==> src/rtl/cif_pkg.sv <==
package cif_pkg;
   typedef enum logic [1:0] {
      SLOT_CTRL = 2'd0,
      SLOT_MASK = 2'd1,
      SLOT_ACK  = 2'd2,
      SLOT_EOI  = 2'd3
   } cif_slot_e;

   localparam int SPURIOUS_ID = 1023;
   localparam int MASK_LSB    = 3;
   localparam int CTRL_BITS   = 2;
endpackage

==> src/rtl/cif_regs.sv <==
module cif_regs #(
   parameter int PRIO_W = 5,
   parameter int DATA_W = 32
) (
   input  logic                         clk,
   input  logic                         rst_n,
   input  logic                         wr_ctrl,
   input  logic                         wr_mask,
   input  logic [DATA_W-1:0]            wdata,
   output logic [cif_pkg::CTRL_BITS-1:0] ctrl_q,
   output logic [PRIO_W-1:0]            mask_q,
   output logic                         en
);
   localparam int MLO = cif_pkg::MASK_LSB;
   localparam int MHI = MLO + PRIO_W - 1;

   always_ff @(posedge clk or negedge rst_n) begin
      if (!rst_n) begin
         ctrl_q <= '0;
         mask_q <= '0;
      end else begin
         if (wr_ctrl) ctrl_q <= wdata[cif_pkg::CTRL_BITS-1:0];
         if (wr_mask) mask_q <= wdata[MHI:MLO];
      end
   end

   assign en = |ctrl_q;

   // control holds its value unless written
   assert_ctrl_hold_R2: assert property (@(posedge clk) disable iff (!rst_n)
      !wr_ctrl |=> $stable(ctrl_q));
   // mask holds its value unless written
   assert_mask_hold_R3: assert property (@(posedge clk) disable iff (!rst_n)
      !wr_mask |=> $stable(mask_q));
endmodule

==> src/rtl/cif_gate.sv <==
module cif_gate #(
   parameter int PRIO_W  = 5,
   parameter bit OUT_REG = 1'b1
) (
   input  logic              clk,
   input  logic              rst_n,
   input  logic              en,
   input  logic [PRIO_W-1:0] mask,
   input  logic              cand_valid,
   input  logic [PRIO_W-1:0] cand_prio,
   input  logic              active,
   output logic              qualify,
   output logic              irq
);
   assign qualify = en && cand_valid && (cand_prio < mask) && !active;

   if (OUT_REG) begin : g_reg
      always_ff @(posedge clk or negedge rst_n) begin
         if (!rst_n) irq <= 1'b0;
         else        irq <= qualify;
      end
   end else begin : g_comb
      assign irq = qualify;
   end

   // no request while an interrupt has been in service for a cycle
   assert_hold_low_R7: assert property (@(posedge clk) disable iff (!rst_n)
      (active && $past(active)) |-> !irq);
endmodule

==> src/rtl/cif_track.sv <==
module cif_track #(
   parameter int ID_W   = 10,
   parameter int PRIO_W = 5
) (
   input  logic              clk,
   input  logic              rst_n,
   input  logic              ack_rd,
   input  logic              qualify,
   input  logic [ID_W-1:0]   cand_id,
   input  logic [PRIO_W-1:0] cand_prio,
   input  logic              eoi_wr,
   input  logic [ID_W-1:0]   eoi_id,
   output logic              active,
   output logic [PRIO_W-1:0] busy_prio,
   output logic [ID_W-1:0]   ack_val,
   output logic              clr_pend,
   output logic [ID_W-1:0]   clr_id
);
   localparam logic [ID_W-1:0] SPUR = ID_W'(cif_pkg::SPURIOUS_ID);

   logic [ID_W-1:0] run_id;
   logic            take;
   logic            done;

   assign take    = ack_rd && qualify;
   assign done    = eoi_wr && active && (eoi_id == run_id);
   assign ack_val = qualify ? cand_id : SPUR;

   always_ff @(posedge clk or negedge rst_n) begin
      if (!rst_n) begin
         active    <= 1'b0;
         run_id    <= '0;
         busy_prio <= '1;
         clr_pend  <= 1'b0;
         clr_id    <= '0;
      end else begin
         clr_pend <= take;
         if (take) begin
            active    <= 1'b1;
            run_id    <= cand_id;
            busy_prio <= cand_prio;
            clr_id    <= cand_id;
         end else if (done) begin
            active    <= 1'b0;
            busy_prio <= '1;
         end
      end
   end

   // a successful acknowledge pulses the clear toward the distributor
   assert_ack_pulse_R5: assert property (@(posedge clk) disable iff (!rst_n)
      (ack_rd && qualify) |=> (clr_pend && clr_id == $past(cand_id)));
   // empty acknowledge has no side effect
   assert_spurious_quiet_R6: assert property (@(posedge clk) disable iff (!rst_n)
      (ack_rd && !qualify) |=> (!clr_pend && busy_prio == $past(busy_prio)));
   // idle means the running priority is released
   assert_idle_prio_R8: assert property (@(posedge clk) disable iff (!rst_n)
      !active |-> (busy_prio == '1));
   // a mismatching completion leaves service in place
   assert_eoi_mismatch_R9: assert property (@(posedge clk) disable iff (!rst_n)
      (eoi_wr && active && eoi_id != run_id && !ack_rd) |=> active);
endmodule

==> src/rtl/cif_cpu_port.sv <==
module cif_cpu_port #(
   parameter int ID_W    = 10,
   parameter int PRIO_W  = 5,
   parameter int DATA_W  = 32,
   parameter bit OUT_REG = 1'b1
) (
   input  logic              clk,
   input  logic              rst_n,
   input  logic              cand_valid,
   input  logic [ID_W-1:0]   cand_id,
   input  logic [PRIO_W-1:0] cand_prio,
   input  logic [1:0]        bus_addr,
   input  logic              bus_wr,
   input  logic              bus_rd,
   input  logic [DATA_W-1:0] bus_wdata,
   output logic [DATA_W-1:0] bus_rdata,
   output logic              irq_out,
   output logic              clr_pend,
   output logic [ID_W-1:0]   clr_id,
   output logic [PRIO_W-1:0] busy_prio
);
   import cif_pkg::*;

   localparam int MLO = MASK_LSB;

   if (ID_W < 10) begin : g_bad_id
      $error("ID_W must hold the spurious ID");
   end
   if (DATA_W < MLO + PRIO_W || DATA_W < ID_W) begin : g_bad_data
      $error("DATA_W too narrow for the register fields");
   end

   logic [CTRL_BITS-1:0] ctrl_q;
   logic [PRIO_W-1:0]    mask_q;
   logic                 en, qualify, active;
   logic [ID_W-1:0]      ack_val;
   logic                 wr_ctrl, wr_mask, ack_rd, eoi_wr;

   assign wr_ctrl = bus_wr && (bus_addr == SLOT_CTRL);
   assign wr_mask = bus_wr && (bus_addr == SLOT_MASK);
   assign eoi_wr  = bus_wr && (bus_addr == SLOT_EOI);
   assign ack_rd  = bus_rd && (bus_addr == SLOT_ACK);

   cif_regs #(.PRIO_W(PRIO_W), .DATA_W(DATA_W)) u_regs (
      .clk(clk), .rst_n(rst_n), .wr_ctrl(wr_ctrl), .wr_mask(wr_mask),
      .wdata(bus_wdata), .ctrl_q(ctrl_q), .mask_q(mask_q), .en(en));

   cif_gate #(.PRIO_W(PRIO_W), .OUT_REG(OUT_REG)) u_gate (
      .clk(clk), .rst_n(rst_n), .en(en), .mask(mask_q),
      .cand_valid(cand_valid), .cand_prio(cand_prio), .active(active),
      .qualify(qualify), .irq(irq_out));

   cif_track #(.ID_W(ID_W), .PRIO_W(PRIO_W)) u_track (
      .clk(clk), .rst_n(rst_n), .ack_rd(ack_rd), .qualify(qualify),
      .cand_id(cand_id), .cand_prio(cand_prio), .eoi_wr(eoi_wr),
      .eoi_id(bus_wdata[ID_W-1:0]), .active(active), .busy_prio(busy_prio),
      .ack_val(ack_val), .clr_pend(clr_pend), .clr_id(clr_id));

   always_ff @(posedge clk or negedge rst_n) begin
      if (!rst_n) begin
         bus_rdata <= '0;
      end else if (bus_rd) begin
         case (bus_addr)
            SLOT_CTRL: bus_rdata <= DATA_W'(ctrl_q);
            SLOT_MASK: bus_rdata <= DATA_W'(mask_q) << MLO;
            SLOT_ACK:  bus_rdata <= DATA_W'(ack_val);
            default:   bus_rdata <= '0;
         endcase
      end
   end

   // the completion slot reads as zero
   assert_eoi_reads_zero_R10: assert property (@(posedge clk) disable iff (!rst_n)
      (bus_rd && bus_addr == SLOT_EOI) |=> (bus_rdata == '0));
endmodule

==> config.mk <==
export PLATFORM = sky130hd
export DESIGN_NAME = cif_cpu_port
export DESIGN_NICKNAME = d
export VERILOG_FILES = /design/src/rtl/cif_pkg.sv /design/src/rtl/cif_regs.sv /design/src/rtl/cif_gate.sv /design/src/rtl/cif_track.sv /design/src/rtl/cif_cpu_port.sv
export SDC_FILE = /design/constraint.sdc
export NUM_CORES = 1
export LEC_CHECK = 0
export BUFFER_PORTS_ARGS = -buffer_cell sky130_fd_sc_hd__buf_2
export CAP_MARGIN = 40
export CORE_AREA = 2 2 79 81
export DETAILED_ROUTE_END_ITERATION = 10
export DIE_AREA = 0 0 81 83
export HOLD_SLACK_MARGIN = 0.1
export PLACE_DENSITY = 0.71
export REMOVE_ABC_BUFFERS = 1
export SYNTH_ARGS = -nofsm -noshare
export SYNTH_HDL_FRONTEND = slang
export SYNTH_SLANG_ARGS = --single-unit
==> constraint.sdc <==
create_clock -name clk -period 5.5 [get_ports clk]
set_input_delay 0.275 -clock clk [delete_from_list [all_inputs] [get_ports clk]]
set_output_delay 0.275 -clock clk [all_outputs]
set_load 0.02 [all_outputs]
# Word level (Yosys, flattened, before mapping)
# Index checks and enable logic that the tools add are counted.
[word_totals] register_bits=57 latch_bits=0 ramBits=0 romBits=0 in_bits=54 wordCells=33 n_memories=0
[op_classes] n_addsub=0 n_mul=0 div=0 magnitude_cmp=1 n_eq_ne=4 n_shift=0 n_mux=6 n_bitwise=0 n_reduce_logical=14
[ops] operator="$pmux W10 S3" count=1
[ops] operator="$eq A10 B10 Y1" count=1
[ops] operator="$logic_and A1 B1 Y1" count=10
[ops] operator="$mux W10" count=1
[ops] operator="$mux W5" count=2
[ops] operator="$lt A5 B5 Y1" count=1
[ops] operator="$eq A2 B2 Y1 const B" count=2
[ops] operator="$eq A2 B1 Y1 const B" count=1
[ops] operator="$logic_not A2 Y1" count=1
[ops] operator="$mux W1" count=2
[ops] operator="$reduce_bool A2 Y1" count=1
[ops] operator="$reduce_or A2 Y1" count=1
[ops] operator="$logic_not A1 Y1" count=1

# Depth between registers and ports, before layout
# Gate-level depths: netlist (run 1).
[depth] word_depth=6 ltp_mapped=7

# Cells and area by module
# From an unflattened synthesis (run 1), not the netlist that was laid out.
[hier_totals] cells_unflattened=179 hier_area_um2=1964.4
[by_module_without_submodules] mod="cif_track" n_inst=1 cells_per_inst=72 area_per_inst_um2=820.8 seq_area_each_um2=431.7
[by_module_without_submodules] mod="cif_cpu_port" n_inst=1 cells_per_inst=75 area_per_inst_um2=749.5 seq_area_each_um2=250.2
[by_module_without_submodules] mod="cif_regs" n_inst=1 cells_per_inst=15 area_per_inst_um2=260.2 seq_area_each_um2=175.2
[by_module_without_submodules] mod="cif_gate" n_inst=1 cells_per_inst=17 area_per_inst_um2=133.9 seq_area_each_um2=25.0

# Worst setup path before layout (run 1)
# Ideal clock, no wire load.
[synth_timing] path_type="register to register" from="register u_regs.mask_q[2]" to="register u_track.clr_id[5]" t_arrival_ps=1776 required_ps=5375 path_slack_ps=3599 stages_incl_launch_ff=8 n_path_buf=1 synth_period_minus_slack_ps=1901 cell_sequence="dfrtp_1 > inv_1 > ha_1 > a21oi_1 > o21ai_2 > a211oi_4 > buf_6 > mux2_4"
[synth_between] elab_chain_len=4
[synth_rtl] item="start, declared" line="cif_regs.sv:11" text="output logic [PRIO_W-1:0] mask_q,"
[synth_rtl] item="start signal, assigned" line="cif_regs.sv:23" text="if (wr_mask) mask_q <= wdata[MHI:MLO];"
[synth_rtl] item="$lt A5 B5 Y1" line="cif_gate.sv:15" text="assign qualify = en && cand_valid && (cand_prio < mask) && !active;"
[synth_rtl] item="$logic_and A1 B1 Y1 (2 in series)" line="cif_gate.sv:15"
[synth_rtl] item="$logic_and A1 B1 Y1" line="cif_track.sv:25" text="assign take = ack_rd && qualify;"
[synth_rtl] item="via u_track.take" line="cif_track.sv:22" text="logic take;"
[synth_rtl] item="end signal, assigned" line="cif_track.sv:42" text="clr_id <= cand_id;"
[synth_rtl] item="end, declared" line="cif_track.sv:17" text="output logic [ID_W-1:0] clr_id"
# The timed path passes the listed nets, and every way through them passes these cells.
# A chain may end at the register's enable or synchronous reset.

# Worst setup path in the final report (run 1)
[layout_timing] from="register u_regs.mask_q[2]" to="register u_track.clr_id[8]"
[layout_between] elab_chain_len=4
[layout_rtl] item="$lt A5 B5 Y1" line="cif_gate.sv:15"
[layout_rtl] item="$logic_and A1 B1 Y1 (2 in series)" line="cif_gate.sv:15"
[layout_rtl] item="$logic_and A1 B1 Y1" line="cif_track.sv:25"
# Every way passes these cells.

==> results.toml, run 1 <==
[timing]
skew_ns = 0.00666
fmax_ghz = 0.443
finalMaxSlewViolations = 0
max_slew_margin = 0.462
rsz0062_at_grt = "false"
fin_setup_tns_ns = 0
setup_viol = 0
tightest_slew_ns = 0.808
post-route-min-period_ns = 2.26
fin_crit_sh = 0.410
finalHoldViolCount = 0

[clock_tree]
cts_inserted_buffers = 5
clk_latency_ns = 0.29
h-tree-depth = 2
cts_num_sinks = 35
cts_tree = "yes"
root_buffer = "clkbuf_8"
cts_buffer_depth = 2
cts.repair.resized = 0
path_clk_slew_ns = 0.07

[die]
fp.dieW_um = 81
start_util = 0.330
die_y_um = 83
ios = 103
core-area_um2 = 5820
rows = 28
dieArea_um2 = 6720

[synthesis]
async_flop_share = 1.00
syn-cell-area_um2 = 1920
synth_top_area_share = 0.391
synthCells = 173
synth_cell_type_count = 31
synth_area_leaders = "dfrtp_1, buf_4, mux2_2"
yosysTopAreaCell = "dfrtp_1"
yosysWarnings = 0
synth_ff_type = "dfrtp_1"
seq_area_frac_synth = 0.460
syn_avg_cell_area_um2 = 11.1
synth-seq-cells = 35
synth_edf_count = 0

[global_routing]
grt_start_max_net_pins = 36
antenna_found_initial = 0
overflow = 0
grt_pass1_wl_um = 7090
grt_usage = 0.140
grt_pass1_vias = 1413

[min_path]
hold_class = "in2reg"

[setup_path]
critPathMaxFanout = 13
cp_slowest_cell = "a211oi_4"
critPathRequiredTime_ns = 5.67
start_kind = "flip-flop"
worstSetupEndpointType = "flip-flop"
crit_chain = "inv_1, ha_1, a21oi_1, o21ai_2, a211oi_4, buf_8, mux2_2"
worstSetupPathType = "reg2reg"
cp.arrival_ns = 2.42
crit_path_max_incr_delay_ns = 0.47

[detailed_routing]
drt_iter0_drc = 52
drt-pass1-iter-count = 5
drc_errors = 0
viasPerCell = 4.64
routed_wl_um = 4500
via_count = 1435
wl_per_cell_um = 14.5
drtAntennaViolNets = 0

[finish]
insertedDiodeCount = 0
nFillCells = 611
regArea_um2 = 882
utilization = 0.397
num-nets-final = 291
drive_gt1_frac = 0.397
multi_input_area_um2 = 841
synthToLayoutAreaGrowth_pct = 20.5

[place]
place.gp.congestion = 0.760
dp_hpwl_um = 3350
port_buffers = 58

[power]
leakage_uw = 0.00115
p_per_area_nw_per_um2 = 420
irDropWorstVdd_mv = 0.158

[outcome]
status = "finished, final reports clean"

[flow_run]
maxCapViolCount = 0
## per-stage QoR
step	area [µm²]	total power [µW]	instances	worst slack [ns]	hold slack [ns]
2_1_floorplan	1790	644	165	3.17	-0.0206
3_3_place_gp	2190	766	299	2.83	0.403
3_5_place_dp	2200	774	300	3.15	0.404
4_1_cts	2310	984	309	3.22	0.198
5_1_grt	2310	1040	309	3.06	0.194
6_report	2310	971	309	3.24	0.203
## cells in the mapped netlist, drive strengths merged, types with 2 or more instances
master and n:
inv 19, dfstp 5, xor2 10, dfrtp 30
nor2 2, clkbuf 5, mux2i 5, o221ai 7
nand3 8, a21oi 2, ha 4, nand2 4
a31oi 5, mux2 17, buf 24, o22ai 3
nor4 2, a211oi 11
## path summary, 6_finish.rpt
path / start / end / slack [ns] / cells after the start
max in group asynchronous: rst_n / u_track.clr_id[7] / 4.38 / 2
min in group asynchronous: rst_n / bus_rdata[2] / 0.61 / 2
worst min-delay path: cand_prio[0] / u_track.busy_prio[0] / 0.20 / 3
worst max register to register: u_regs.mask_q[2] / u_track.clr_id[8] / 3.24 / 7
worst max-delay path: u_regs.mask_q[2] / u_track.clr_id[8] / 3.24 / 7
worst min register to register: bus_rdata[9] / bus_rdata[9] / 0.53 / 2
## flip-flops by register name, summed over array words and instances, names as in the netlist
signal and flops:
u_track.busy_prio 5, u_regs.mask_q 5, u_track.active 1, u_track.clr_id 10
bus_rdata 10, u_gate.irq 1, u_track.clr_pend 1, u_regs.ctrl_q 2
## cell families (layout without fill, tap and decap cells)
kind of cell	after synthesis	in the layout	synth area share
other cells	1	22	0.00196
flops	35	35	0.460
buf+inv	48	88	0.143
fa+ha+maj	4	4	0.0261
mux	22	22	0.132
compound gates	31	31	0.126
simple gates	22	22	0.0659
xor+xnor	10	10	0.0457
## per-layer routing
layer  global-route usage  vias to the layer above  wire [µm]
met1                0.174                      683       1800
met5                    0                        -          0
li1                     -                      680          -
met3               0.0435                        8        393
met4               0.0539                        0         63
met2                0.224                       64       2240
## layout by cell type, fill, tap and decap left out, types with 7 or more instances in the layout
master,synthesis,final
inv_1,19,19
buf_2,0,58
mux2_2,14,14
dfrtp_1,30,30
a211oi_1,10,10
conb_1,1,22
clkbuf_8,0,7
xor2_1,10,10
nand3_1,8,8
o221ai_1,7,7
## worst max-delay path, delay by kind of cell, from the launching register on
| family | cells | cell delay, ns |
|---|---|---|
| AO/OA/AOI/OAI | 3 | 0.85 |
| flip-flops | 1 | 0.37 |
| multiplexers | 1 | 0.34 |
| buffers and inverters | 2 | 0.29 |
| adder cells (fa/ha/maj) | 1 | 0.28 |
## power by group
group / switching [µW] / internal [µW] / total, µW
Sequential: 56.7 / 346 / 403
Combinational: 221 / 143 / 363
Clock: 90.8 / 114 / 205
## what timing repair did
action                    CTS  global route
hold buffers                1             0
hold endpoints to repair   10             0
buffers inserted            0             0
## layout make-up
type	instances	area share
Inverter	19	0.0309
Tap cell	75	0.0406
Timing Repair Buffer	61	0.140
Sequential cell	35	0.382
Multi-Input combinational cell	111	0.364
Clock buffer	8	0.0433
Note: power is estimated with default switching activity, not from simulation.
==> run 2, diff against run 1 <==
Settings changed: ABC_AREA from default to 1, CORE_AREA 2 2 79 81 to 2 2 81 83, DIE_AREA 0 0 81 83 to 0 0 83 85, PLACE_DENSITY 0.71 to 0.73.
Clock period 5.5 ns to 2.07 ns, I/O delays scaled along.
==> run 2 against run 1 <==
Core utilization up 1.6 points. First-iteration DRC count grew 21%. Design area increased by 11%. Die area grew 4.9%. Critical path type unchanged. Global-route usage down 0.17 points. Sequential cell count did not move.
==> results.toml, run 2 <==
[synthesis]
synthCells = 240
synth.most_common_cell = "nand2_1"
synth_area_leaders = "dfrtp_1, nand2_1, buf_4"
yosysWarnings = 0
synth_ff_type = "dfrtp_1"
synth_top_area_share = 0.367
seq_area_frac_synth = 0.432
synth_cell_type_count = 29
syn_avg_cell_area_um2 = 8.51
synth_edf_count = 0
synth-seq-cells = 35
async_flop_share = 1.00
syn-cell-area_um2 = 2040
yosysTopAreaCell = "dfrtp_1"
synth_common_cells = "nand2_1, dfrtp_1, inv_1"

[finish]
synthToLayoutAreaGrowth_pct = 25.6
reg_top3 = "bus_rdata: 10 flops, u_track.clr_id: 10 flops"
final_cell_mix = "buf_2, nand2_1, dfrtp_1"
multi_input_area_um2 = 940
regArea_um2 = 882
final_common_cell = "buf_2"
drive_gt1_frac = 0.308
nFillCells = 658
stdcell_area_um2 = 2570
num-nets-final = 375
insertedDiodeCount = 0
layoutNonFillerInstCount = 395

[clock_tree]
h-tree-depth = 2
cts_num_sinks = 35
root_buffer = "clkbuf_8"
cts_buffer_depth = 2
cts.repair.resized = 0
holdBufCountCts = 16
cts_setup_buffers = 0
cts_tree = "yes"
clk_latency_ns = 0.29
cts_inserted_buffers = 5
path_clk_slew_ns = 0.08

[detailed_routing]
drt_iter0_drc = 63
viasPerCell = 4.35
routed_wl_um = 4690
drc_errors = 0
wl_per_cell_um = 11.9
drtAntennaViolNets = 0
drt-pass1-iter-count = 4
via_count = 1718

[timing]
fmax_ghz = 0.527
post-route-min-period_ns = 1.90
max_slew_margin = 0.478
setup_viol = 0
fin_setup_tns_ns = 0
rsz0062_at_grt = "false"
tightest_slew_ns = 0.784
finalMaxSlewViolations = 0
finalHoldViolCount = 0
skew_ns = 0.00576
fin_crit_sh = 0.916

[setup_path]
ff2ff_setup_slack_ns = 0.17
crit_chain = "inv_1, ha_1, nand2_1, inv_1, nand3_1, nand4_4, nor2_8, nand2_4, inv_2, nand2_1, nand2_1"
worstSetupPathType = "reg2reg"
start_kind = "flip-flop"
reg2reg_depth = 11
crit_family = "simple AND/OR/NAND/NOR gates"
reg2reg_from = "u_regs.mask_q[4]"
cp_slowest_cell = "dfrtp_1"
cpMostUsedCell = "nand2_1"
critPathBufInv = 3
cp.arrival_ns = 2.13
r2r_end = "u_track.clr_id[9]"
critPathRequiredTime_ns = 2.31
critPathMaxFanout = 24
worstSetupEndpointType = "flip-flop"
crit_path_max_incr_delay_ns = 0.36

[power]
p_per_area_nw_per_um2 = 1020
irDropWorstVdd_mv = 0.513
leakage_uw = 0.00140

[place]
place.gp.congestion = 0.791
dp_hpwl_um = 3580
dp_cells = 371
port_buffers = 58
placedInstanceArea_um2 = 2320

[die]
ios = 103
start_util = 0.329
die_y_um = 85
core-area_um2 = 6200
fp.dieW_um = 83
dieArea_um2 = 7060
rows = 29

[flow_run]
maxCapViolCount = 0

[global_routing]
grt_start_max_net_pins = 36
grt_pass1_wl_um = 7720
grt_pass1_vias = 1642
grt_usage = 0.138
overflow = 0
antenna_found_initial = 0

[min_path]
min_from = "bus_wdata[4]"
holdPathStages = 3
hold_class = "in2reg"
hold_end = "u_regs.mask_q[1]"

[outcome]
status = "finished, final reports clean"
## run 2: cell types whose count changed in the layout (fill, tap and decap cells not counted), moves of 7 or more
cell / delta
nand2_1: +51
dlygate4sd3_1: +15
nor2_1: +13
mux2_2: -12
a211oi_1: -10
a21oi_1: +10
o21ai_0: +10
inv_1: +7
o221ai_1: -7
## run 2: layout make-up
class	count	share of cell area
clock buffers	5	0.0268
clock inverters	3	0.00780
inverters	29	0.0424
multi-input cells	172	0.366
flip-flops and latches	35	0.344
well taps	77	0.0375
repair buffers	74	0.176
## run 2: stage by stage
stage,total power [µW],utilization,setup WS [ns],hold slack [ns]
CTS,2650,0.414,0.166,0.105
global placement,2100,0.373,0.267,0.222
detailed placement,2120,0.373,0.188,0.233
finish,2630,0.414,0.174,0.111
floorplan,1790,-,0.453,-0.192
global route,2810,0.414,0.0108,0.135
## run 2: worst max path at each step
stage	from	end	cells past startpoint	slack, ns
global placement	u_regs.mask_q[4]	u_track.clr_id[8]	11	0.27
global route	u_regs.mask_q[4]	u_track.clr_id[9]	11	0.01
floorplan	u_regs.mask_q[4]	u_track.clr_id[0]	10	0.45
CTS	u_regs.mask_q[4]	u_track.clr_id[9]	11	0.17
detailed placement	u_regs.mask_q[4]	u_track.clr_id[9]	11	0.19
finish	u_regs.mask_q[4]	u_track.clr_id[9]	11	0.17
## run 2: cell families after synthesis
logic type                 Yosys count  share of synthesized area
and+or+nand+nor                    107                      0.266
buffers and inverters               54                      0.147
DFF                                 35                      0.432
AOI/OAI and AO/OA                   29                     0.0839
xor gates and xnor gates             8                     0.0343
adders and majority gates            4                     0.0245
muxes                                2                     0.0110
other                                1                    0.00184
## run 2: worst min-delay path, stage by stage
cell and delay (ns):
buf_2 0.10, inv_1 0.07, o21ai_0 0.09
## run 2: power breakdown
| part | internal [µW] | total, µW | switching, µW | leakage (µW) |
|---|---|---|---|---|
| Clock | 234 | 499 | 265 | 0.0000402 |
| Combinational | 392 | 1030 | 642 | 0.000939 |
| Sequential | 921 | 1090 | 171 | 0.000422 |
## run 2: per-layer routing
layer	vias to the layer above	global-route usage	part of all wire	wire, µm
met4	0	0.0447	0.014	66
li1	870	-	-	-
met2	63	0.231	0.47	2210
met1	778	0.170	0.44	2070
met5	-	0	0	0
met3	7	0.0447	0.075	352
